==> src/rtl/e1sig_pkg.sv <==
package e1sig_pkg;
   localparam logic [3:0] ABCD_IDLE  = 4'b1101;
   localparam logic [3:0] MFA_NIBBLE = 4'b0000;
   typedef enum logic {AL_HUNT = 1'b0, AL_LOCK = 1'b1} align_state_t;
endpackage

==> src/rtl/e1sig_rx_align.sv <==
module e1sig_rx_align
   import e1sig_pkg::*;
#(
   parameter int unsigned NUM_FRAMES = 16,
   parameter int unsigned ERR_LIMIT  = 2,
   parameter int unsigned ZERO_LIMIT = 16,
   localparam int unsigned FN_W = $clog2(NUM_FRAMES),
   localparam int unsigned EC_W = $clog2(ERR_LIMIT + 1),
   localparam int unsigned ZC_W = $clog2(ZERO_LIMIT + 1)
) (
   input  logic            clk,
   input  logic            rst_n,
   input  logic            valid,
   input  logic [7:0]      octet,
   output logic            locked,
   output logic [FN_W-1:0] frame_num,
   output logic            store_en
);
   if ((1 << FN_W) != NUM_FRAMES || NUM_FRAMES < 4) begin : g_bad_frames
      $error("NUM_FRAMES must be a power of two of at least 4");
   end
   if (ERR_LIMIT < 1 || ZERO_LIMIT < 2) begin : g_bad_limits
      $error("ERR_LIMIT must be >= 1 and ZERO_LIMIT >= 2");
   end

   align_state_t    st_q;
   logic [FN_W-1:0] fn_q;
   logic [EC_W-1:0] err_q;
   logic [ZC_W-1:0] zc_q;
   logic            prev_nz_q;

   logic mfa_seen, all_zero, at_f0, detect, bad_f0, err_lost, zero_lost;

   always_comb begin
      mfa_seen  = (octet[7:4] == MFA_NIBBLE);
      all_zero  = (octet == 8'h00);
      at_f0     = (fn_q == '0);
      detect    = valid && (st_q == AL_HUNT) && mfa_seen && prev_nz_q;
      bad_f0    = valid && (st_q == AL_LOCK) && at_f0 && !mfa_seen;
      err_lost  = bad_f0 && (err_q == EC_W'(ERR_LIMIT - 1));
      zero_lost = valid && (st_q == AL_LOCK) && all_zero &&
                  (zc_q == ZC_W'(ZERO_LIMIT - 1));
   end

   always_ff @(posedge clk) begin
      if (!rst_n) begin
         st_q      <= AL_HUNT;
         fn_q      <= '0;
         err_q     <= '0;
         zc_q      <= '0;
         prev_nz_q <= 1'b0;
      end else if (valid) begin
         prev_nz_q <= !all_zero;
         if (!all_zero)                    zc_q <= '0;
         else if (zc_q != ZC_W'(ZERO_LIMIT)) zc_q <= zc_q + ZC_W'(1);
         if (detect) begin
            st_q  <= AL_LOCK;
            fn_q  <= FN_W'(1);
            err_q <= '0;
         end else begin
            fn_q <= fn_q + FN_W'(1);
            if (err_lost || zero_lost) begin
               st_q  <= AL_HUNT;
               err_q <= '0;
            end else if (st_q == AL_LOCK && at_f0) begin
               err_q <= mfa_seen ? '0 : err_q + EC_W'(1);
            end
         end
      end
   end

   assign locked    = (st_q == AL_LOCK);
   assign frame_num = fn_q;
   assign store_en  = valid && (st_q == AL_LOCK) && !at_f0;


   fn_step_chk: assert property (@(posedge clk) disable iff (!rst_n)
      valid && !detect |=> fn_q == $past(fn_q) + FN_W'(1));

   idle_hold_chk: assert property (@(posedge clk) disable iff (!rst_n)
      !valid |=> $stable(fn_q) && $stable(st_q));

   lock_rise_chk: assert property (@(posedge clk) disable iff (!rst_n)
      $rose(locked) |-> fn_q == FN_W'(1) && $past(valid) && $past(octet[7:4]) == MFA_NIBBLE);

   lock_fall_chk: assert property (@(posedge clk) disable iff (!rst_n)
      $fell(locked) |-> $past(valid));
endmodule

==> src/rtl/e1sig_abcd_store.sv <==
module e1sig_abcd_store #(
   parameter int unsigned NUM_CH  = 30,
   parameter int unsigned IDX_W   = 5,
   parameter int unsigned DW      = 4,
   parameter logic [DW-1:0] RST_VAL = '0
) (
   input  logic             clk,
   input  logic             rst_n,
   input  logic             wa_en,
   input  logic [IDX_W-1:0] wa_idx,
   input  logic [DW-1:0]    wa_dat,
   input  logic             wb_en,
   input  logic [IDX_W-1:0] wb_idx,
   input  logic [DW-1:0]    wb_dat,
   input  logic [IDX_W-1:0] ra_idx,
   output logic [DW-1:0]    ra_dat,
   input  logic [IDX_W-1:0] rb_idx,
   output logic [DW-1:0]    rb_dat
);
   if (NUM_CH < 1 || NUM_CH >= (1 << IDX_W)) begin : g_bad_depth
      $error("NUM_CH must fit below 2**IDX_W");
   end

   logic [NUM_CH-1:0][DW-1:0] ent_vec;

   for (genvar e = 0; e < NUM_CH; e++) begin : g_ent
      logic [DW-1:0] ent_q;
      always_ff @(posedge clk) begin
         if (!rst_n)                                ent_q <= RST_VAL;
         else if (wb_en && wb_idx == IDX_W'(e))     ent_q <= wb_dat;
         else if (wa_en && wa_idx == IDX_W'(e))     ent_q <= wa_dat;
      end
      assign ent_vec[e] = ent_q;
   end

   always_comb begin
      ra_dat = RST_VAL;
      rb_dat = RST_VAL;
      for (int e = 0; e < NUM_CH; e++) begin
         if (ra_idx == IDX_W'(e)) ra_dat = ent_vec[e];
         if (rb_idx == IDX_W'(e)) rb_dat = ent_vec[e];
      end
   end
endmodule

==> src/rtl/e1sig_tx_build.sv <==
module e1sig_tx_build
   import e1sig_pkg::*;
#(
   parameter int unsigned NUM_FRAMES = 16,
   parameter logic [2:0]  X_BITS     = 3'b111,
   localparam int unsigned FN_W = $clog2(NUM_FRAMES)
) (
   input  logic            clk,
   input  logic            rst_n,
   input  logic            strobe,
   input  logic            locked,
   input  logic [3:0]      abcd_hi,
   input  logic [3:0]      abcd_lo,
   output logic [FN_W-1:0] frame_num,
   output logic [7:0]      octet
);
   if ((1 << FN_W) != NUM_FRAMES) begin : g_bad_frames
      $error("NUM_FRAMES must be a power of two");
   end

   logic [FN_W-1:0] fn_q;

   always_ff @(posedge clk) begin
      if (!rst_n)      fn_q <= '0;
      else if (strobe) fn_q <= fn_q + FN_W'(1);
   end

   always_comb begin
      if (fn_q == '0) octet = {MFA_NIBBLE, X_BITS[2], ~locked, X_BITS[1:0]};
      else            octet = {abcd_hi, abcd_lo};
   end

   assign frame_num = fn_q;


   tx_step_chk: assert property (@(posedge clk) disable iff (!rst_n)
      strobe |=> fn_q == $past(fn_q) + FN_W'(1));

   tx_hold_chk: assert property (@(posedge clk) disable iff (!rst_n)
      !strobe |=> $stable(fn_q));
endmodule

==> src/rtl/e1sig_cas_mframe.sv <==
module e1sig_cas_mframe
   import e1sig_pkg::*;
#(
   parameter int unsigned NUM_FRAMES = 16,
   parameter int unsigned ERR_LIMIT  = 2,
   parameter logic [2:0]  X_BITS     = 3'b111,
   localparam int unsigned FN_W   = $clog2(NUM_FRAMES),
   localparam int unsigned NUM_CH = 2 * (NUM_FRAMES - 1),
   localparam int unsigned CH_W   = $clog2(NUM_CH + 1)
) (
   input  logic            clk,
   input  logic            rst_n,
   input  logic            rx_valid,
   input  logic [7:0]      rx_ts16,
   output logic            rx_locked,
   output logic [FN_W-1:0] rx_frame_num,
   input  logic [CH_W-1:0] rd_chan,
   output logic [3:0]      rd_abcd,
   input  logic            tx_wr_en,
   input  logic [CH_W-1:0] tx_wr_chan,
   input  logic [3:0]      tx_wr_abcd,
   input  logic            tx_strobe,
   output logic [FN_W-1:0] tx_frame_num,
   output logic [7:0]      tx_ts16
);
   localparam logic [CH_W-1:0] HI_OFS = CH_W'(1);
   localparam logic [CH_W-1:0] LO_OFS = CH_W'(NUM_FRAMES - 2);

   logic            rx_store;
   logic [CH_W-1:0] rx_hi_idx, rx_lo_idx, tx_hi_idx, tx_lo_idx;
   logic [3:0]      tx_hi, tx_lo, rx_unused;

   e1sig_rx_align #(
      .NUM_FRAMES(NUM_FRAMES), .ERR_LIMIT(ERR_LIMIT), .ZERO_LIMIT(NUM_FRAMES)
   ) align_i (
      .clk(clk), .rst_n(rst_n), .valid(rx_valid), .octet(rx_ts16),
      .locked(rx_locked), .frame_num(rx_frame_num), .store_en(rx_store)
   );

   // frame n maps to table index n-1 (upper) and n+NUM_FRAMES-2 (lower)
   assign rx_hi_idx = CH_W'(rx_frame_num) - HI_OFS;
   assign rx_lo_idx = CH_W'(rx_frame_num) + LO_OFS;
   assign tx_hi_idx = CH_W'(tx_frame_num) - HI_OFS;
   assign tx_lo_idx = CH_W'(tx_frame_num) + LO_OFS;

   e1sig_abcd_store #(
      .NUM_CH(NUM_CH), .IDX_W(CH_W), .DW(4), .RST_VAL(ABCD_IDLE)
   ) rx_tab_i (
      .clk(clk), .rst_n(rst_n),
      .wa_en(rx_store), .wa_idx(rx_hi_idx), .wa_dat(rx_ts16[7:4]),
      .wb_en(rx_store), .wb_idx(rx_lo_idx), .wb_dat(rx_ts16[3:0]),
      .ra_idx(rd_chan - HI_OFS), .ra_dat(rd_abcd),
      .rb_idx('0), .rb_dat(rx_unused)
   );

   e1sig_abcd_store #(
      .NUM_CH(NUM_CH), .IDX_W(CH_W), .DW(4), .RST_VAL(ABCD_IDLE)
   ) tx_tab_i (
      .clk(clk), .rst_n(rst_n),
      .wa_en(tx_wr_en), .wa_idx(tx_wr_chan - HI_OFS), .wa_dat(tx_wr_abcd),
      .wb_en(1'b0), .wb_idx('0), .wb_dat(4'h0),
      .ra_idx(tx_hi_idx), .ra_dat(tx_hi),
      .rb_idx(tx_lo_idx), .rb_dat(tx_lo)
   );

   e1sig_tx_build #(
      .NUM_FRAMES(NUM_FRAMES), .X_BITS(X_BITS)
   ) tx_i (
      .clk(clk), .rst_n(rst_n), .strobe(tx_strobe), .locked(rx_locked),
      .abcd_hi(tx_hi), .abcd_lo(tx_lo),
      .frame_num(tx_frame_num), .octet(tx_ts16)
   );


   y_echo_chk: assert property (@(posedge clk) disable iff (!rst_n)
      tx_frame_num == '0 |-> tx_ts16[2] == !rx_locked && tx_ts16[7:4] == MFA_NIBBLE);

   rx_hold_chk: assert property (@(posedge clk) disable iff (!rst_n)
      !rx_locked |=> $stable(rd_abcd) || !$stable(rd_chan));
endmodule

==> config.mk <==
export PLATFORM = sky130hd
export DESIGN_NAME = e1sig_cas_mframe
export DESIGN_NICKNAME = d
export VERILOG_FILES = /design/src/rtl/e1sig_pkg.sv /design/src/rtl/e1sig_rx_align.sv /design/src/rtl/e1sig_abcd_store.sv /design/src/rtl/e1sig_tx_build.sv /design/src/rtl/e1sig_cas_mframe.sv
export SDC_FILE = /design/constraint.sdc
export NUM_CORES = 1
export LEC_CHECK = 0
export BUFFER_PORTS_ARGS = -buffer_cell sky130_fd_sc_hd__buf_2
export CORE_MARGIN = 1
export CORE_UTILIZATION = 60
export CTS_BUF_LIST = sky130_fd_sc_hd__clkbuf_4 sky130_fd_sc_hd__clkbuf_8 sky130_fd_sc_hd__clkbuf_16
export DETAILED_ROUTE_END_ITERATION = 8
export PLACE_DENSITY = 0.77
export SLEW_MARGIN = 20
export SYNTH_ARGS = -nofsm -noshare
export SYNTH_HDL_FRONTEND = slang
export SYNTH_SLANG_ARGS = --single-unit
==> constraint.sdc <==
create_clock -name clk -period 7.8 [get_ports clk]
set_clock_uncertainty 0.2 [all_clocks]
set_input_delay 1.95 -clock clk [delete_from_list [all_inputs] [get_ports clk]]
set_output_delay 1.95 -clock clk [all_outputs]
set_load 0.01 [all_outputs]
## Yosys cells after proc, flatten, opt, wreduce, memory -nomap -nowiden

Index checks and enable logic that the tools add are counted.
Widths: inputs -> output; s select.

| word-level totals | value |
|---|---|
| register bits after elaboration | 257 |
| latch bits | 0 |
| bits in writable memories | 0 |
| memory bits (read-only) | 0 |
| input bits | 27 |
| output and inout port bits | 21 |
| memories kept | 0 |

| operators by class | value |
|---|---|
| $add $sub $neg | 10 |
| multipliers | 0 |
| divide/modulo/power cells | 0 |
| magnitude comparators | 0 |
| equal/unequal tests | 178 |
| shift operators | 0 |
| mux-type cells | 160 |
| bitwise operators | 1 |
| reductions and logical operators | 150 |

Operators by type and width:

| cell | number |
|---|---|
| $mux 4 | 151 |
| $eq 5x5->1 const B | 84 |
| $eq 5x4->1 const B | 49 |
| $eq 5x3->1 const B | 24 |
| $logic_and 1x1->1 | 101 |
| $reduce_bool 2->1 | 31 |
| $eq 5x2->1 const B | 12 |
| $eq 5x1->1 const B | 6 |
| $logic_not 5->1 | 6 |
| $logic_not 4->1 | 3 |
| $add 4x4->5 const B | 2 |
| $mux 5 | 2 |
| $sub 4x1->5 const B | 2 |
| $sub 5x1->5 const B | 2 |
| $add 4x1->4 const B | 2 |
| $logic_not 8->1 | 1 |
| $mux 2 | 4 |
| $mux 8 | 1 |
| $reduce_and 2->1 | 3 |
| $add 5x1->5 const B | 1 |
| $ne 5x5->1 const B | 1 |
| $logic_not 1->1 | 3 |
| $reduce_bool 3->1 | 1 |
| $add 2x1->2 const B | 1 |
| 5 further kinds | 6 |

## Logic depth before layout (Yosys ltp)

| depth | value |
|---|---|
| depth after elaboration | 33 |
| mapped depth | 12 |
| gate-level depth less buffers | 9 |

## Cells and area by module

Synthesis repeated with hierarchy kept, for this count alone.

| second synthesis, totals | value |
|---|---|
| cell total of the unflattened synthesis | 2677 |
| area, all modules | 20080.5 sq um |

By module, submodules not included:

| module | times used | cells an instance | area each (sq um) | seq. area each (sq um) |
|---|---|---|---|---|
| e1sig_abcd_store at tx_tab_i | 1 | 1277 | 9430.3 | 2402.3 |
| e1sig_abcd_store at rx_tab_i | 1 | 1233 | 9212.6 | 2402.3 |
| e1sig_rx_align | 1 | 91 | 803.3 | 260.2 |
| e1sig_cas_mframe | 1 | 47 | 364.1 | 0.0 |
| e1sig_tx_build | 1 | 29 | 270.3 | 80.1 |

## Least setup slack after synthesis

OpenSTA, ideal clock, no wires.

| timing | value |
|---|---|
| path type | in2out |
| start | input port rd_chan[0] |
| end | output port rd_abcd[3] |
| arrival | 3573 ps |
| slack | 2077 ps |
| stages on the path | 6 |
| cell sequence | buf_6 -> mux4_2 -> a2111oi_1 -> nor4_1 -> or4_1 -> a21o_1 |

| between the ends | value |
|---|---|
| cells in the longest elaborated chain, start to end | 32 |
| elaborated cells on any way between the ends | 61 |

RTL lines:

| what | line | source |
|---|---|---|
| from (decl) | e1sig_cas_mframe.sv:17 | `input logic [CH_W-1:0] rd_chan,` |
| $sub 5x1->5 * | e1sig_cas_mframe.sv:52 | `.ra_idx(rd_chan - HI_OFS), .ra_dat(rd_abcd),` |
| $logic_not 5->1 | e1sig_abcd_store.sv:40 | `if (ra_idx == IDX_W'(e)) ra_dat = ent_vec[e];` |
| $mux 4 (29 in a row) | e1sig_abcd_store.sv:40 |  |
| $mux 4 * | e1sig_abcd_store.sv:40 |  |
| to (decl) | e1sig_cas_mframe.sv:18 | `output logic [3:0] rd_abcd,` |

Every way passes the cells marked *; elsewhere a longest branch is shown, timed or not.

## Worst setup path in the final report

Ends and elaborated chain as after synthesis.

==> results_dict.tcl <==
set metrics [dict create \
    synthDistinctLibCells 86 \
    die_area_sq_um 26000 \
    worst_hold_slack_ns 0.250 \
    dpl_worst_slack_ns 1.02 \
    clock_path_buffers 3 \
    rsz0062_at_grt "false" \
    finalMaxSlewViolations 0 \
    ys.warnings.count 0 \
    clk_pin_slew_ns 0.06 \
    drive_gt1_frac 0.0937 \
    core-area_sq_um 24600 \
    synth_edf_count 0 \
    seq_power_share 0.426 \
    io_pins 48 \
    hold_violations 0 \
    p_int_mw 2.21 \
    p_leak_nw 6.51 \
    firstDrtPassIters 7 \
    final_cell_mix "351 x nand2_1, 257 x dfxtp_1, 189 x mux2i_1" \
    drt_iter0_markers 1561 \
    cts_max_level 1 \
    cts_buffers 28 \
    path_class "in2out" \
    syn_area_sq_um 15200 \
    die_w_microns 161 \
    final_nets 1918 \
    maxCapViolations 0 \
    r2r_setup_slack_ns 4.16 \
    peakVddDrop_mv 0.185 \
    wirelength_microns 48500 \
    power_frac_clock 0.417 \
    dpl.hpwl_microns 32800 \
    worstPathRequired_ns 5.65 \
    area_growth_pct 6.96 \
    synth_seq_cells 257 \
    grt_usage 0.367 \
    p_per_area_nw_per_um2 193 \
    cp_common_cell "buf_2" \
    antenna_left 0 \
    vias 14564 \
    hp-class "reg2reg" \
    mappedNetlistNets 1982 \
    cts_root_buffer "clkbuf_16" \
    worst_slack_ns 1.02 \
    switching_power_mw 0.925 \
    synth_seq_area_share 0.339 \
    viasPerCell 6.58 \
    combPwrFrac 0.158 \
    mostFrequentLayoutCell "nand2_1" \
    antenna_found_initial 0 \
    cp-start-kind "primary input" \
    route.detailed.drc 0 \
    overflow 0 \
    max_stage_delay_ns 0.65 \
    sw_frac_of_total 0.296 \
    outcome "finished, final reports clean" \
    grt_pass1_wl_microns 75600 \
    rows 57 \
    clock_sinks 257 \
    cts-resized-gates 0 \
    crit_path_end_kind "primary output" \
    grt_start_max_net_pins 138 \
    clk_latency_ns 0.57 \
    clock.fmax_ghz 0.148 \
    syn_avg_cell_area_sq_um 7.86 \
    critPathMaxFanout 26 \
    postCtsSetupRepairBufs 0 \
    ctsHoldBuffers 0 \
    critPathArrivalTime_ns 4.63 \
    min_period_ns 6.78 \
    gp_congestion 0.983 \
    maxSlewHeadroom 0.268 \
    start_util 0.617 \
    setup_viol 0 \
    synthCells 1933 \
    period_share 0.869 \
    cp_cell_sequence "buf_2, nor2b_1, a221oi_1, a2111oi_1, nor4_1, or4_1, a21o_1, buf_2" \
    wl_per_cell_microns 21.9 \
    ys.flop_type "dfxtp_1" \
    die-height_microns 161 \
    cts_tree "done" \
    n_antenna_cell 0 \
    power_mw 3.13 \
    portBuffers 47 \
    worst_pin_slew_ns 1.09 \
    fin_setup_tns_ns 0 \
    crit_slowest_cell "nor2b_1" \
    grt_pass1_vias 13731 \
    async_flop_share 0 \
]
## area by class of cell
class | instances | area [sq um]
multi-input combinational | 1475 | 9240
fill | 2128 | 8360
clock buffer | 34 | 771
clock inverter | 16 | 130
sequential | 257 | 5140
tap | 324 | 405
inverter | 41 | 154
timing repair buffer | 66 | 404
## metrics by stage
step / instance area, sq um / utilization / cells
CTS: 16200 / 0.659 / 2212
global route: 16200 / 0.660 / 2213
floorplan: 15200 / - / 1933
detailed placement: 15300 / 0.622 / 2162
global placement: 15300 / 0.622 / 2162
finish: 16200 / 0.660 / 2213
## critical path: cells and delay by family
| kind | cells | cell delay [ns] |
|---|---|---|
| AO/OA/AOI/OAI | 3 | 0.89 |
| buffers and inverters | 2 | 0.60 |
| AND/OR/NAND/NOR | 3 | 1.18 |
## per-layer routing
metal,part of all wire,up-vias,track usage
met1,0.38,6862,0.441
met5,0,-,0
met4,0.064,0,0.220
met2,0.48,765,0.626
met3,0.074,199,0.0485
li1,-,6738,-
## power groups by stage
stage / Combinational [mW] / Sequential (mW) / Clock (mW)
finish: 0.493 / 1.33 / 1.30
global route: 0.524 / 1.33 / 1.36
CTS: 0.476 / 1.33 / 1.31
detailed placement: 0.474 / 1.36 / 0
global placement: 0.470 / 1.36 / 0
floorplan: 0.342 / 1.36 / 0
## kinds of logic after synthesis
kind of cell	share of synthesized area
buffers and inverters	0.0545
AND/OR/NAND/NOR	0.241
AO/OA/AOI/OAI	0.188
multiplexers	0.153
XOR/XNOR	0.00750
flip-flops	0.339
adder cells (fa/ha/maj)	0.0181
## flip-flops by register name, indices dropped and copies added (netlist names)
register	count
align_i.err_q	2
align_i.frame_num	4
align_i.locked	1
align_i.prev_nz_q	1
align_i.zc_q	5
rx_tab_i.g_ent.ent_q	120
tx_i.frame_num	4
tx_tab_i.g_ent.ent_q	120
## worst paths after layout
check,start,to,cells after the start
worst max-delay path,rd_chan[0],rd_abcd[3],8
worst min-delay path,align_i.err_q[1],align_i.err_q[1],2
worst max register to register,align_i.frame_num[1],rx_tab_i.g_ent[28].ent_q[2],7
worst min register to register,align_i.err_q[1],align_i.err_q[1],2
## synth_stat cells (6+ instances only)
| cell type | n | area share |
|---|---|---|
| nand2_1 | 351 | 0.087 |
| dfxtp_1 | 257 | 0.34 |
| mux2i_1 | 189 | 0.12 |
| nand3_1 | 138 | 0.045 |
| nor2_1 | 109 | 0.027 |
| clkbuf_1 | 108 | 0.027 |
| o21ai_0 | 100 | 0.033 |
| a21oi_1 | 93 | 0.031 |
| nor2b_1 | 57 | 0.023 |
| inv_1 | 40 | 0.0099 |
| buf_2 | 38 | 0.013 |
| mux2_2 | 29 | 0.021 |
| o22ai_1 | 28 | 0.012 |
| a211oi_1 | 24 | 0.012 |
| nor3_1 | 24 | 0.0079 |
| nand2b_1 | 23 | 0.0095 |
| ha_1 | 22 | 0.018 |
| o211ai_1 | 21 | 0.010 |
| and2_1 | 20 | 0.0082 |
| a221oi_1 | 18 | 0.010 |
| a31oi_1 | 17 | 0.0070 |
| a21boi_0 | 16 | 0.0079 |
| a22oi_1 | 11 | 0.0054 |
| and3_1 | 10 | 0.0041 |
| nand4_1 | 10 | 0.0041 |
| o211a_1 | 10 | 0.0066 |
| buf_1 | 9 | 0.0022 |
| nor3b_1 | 8 | 0.0040 |
| xnor2_1 | 7 | 0.0040 |
| a31o_2 | 6 | 0.0035 |
| o22a_1 | 6 | 0.0035 |
| xor2_1 | 6 | 0.0035 |
No activity file was read; power rests on OpenSTA's default activity.
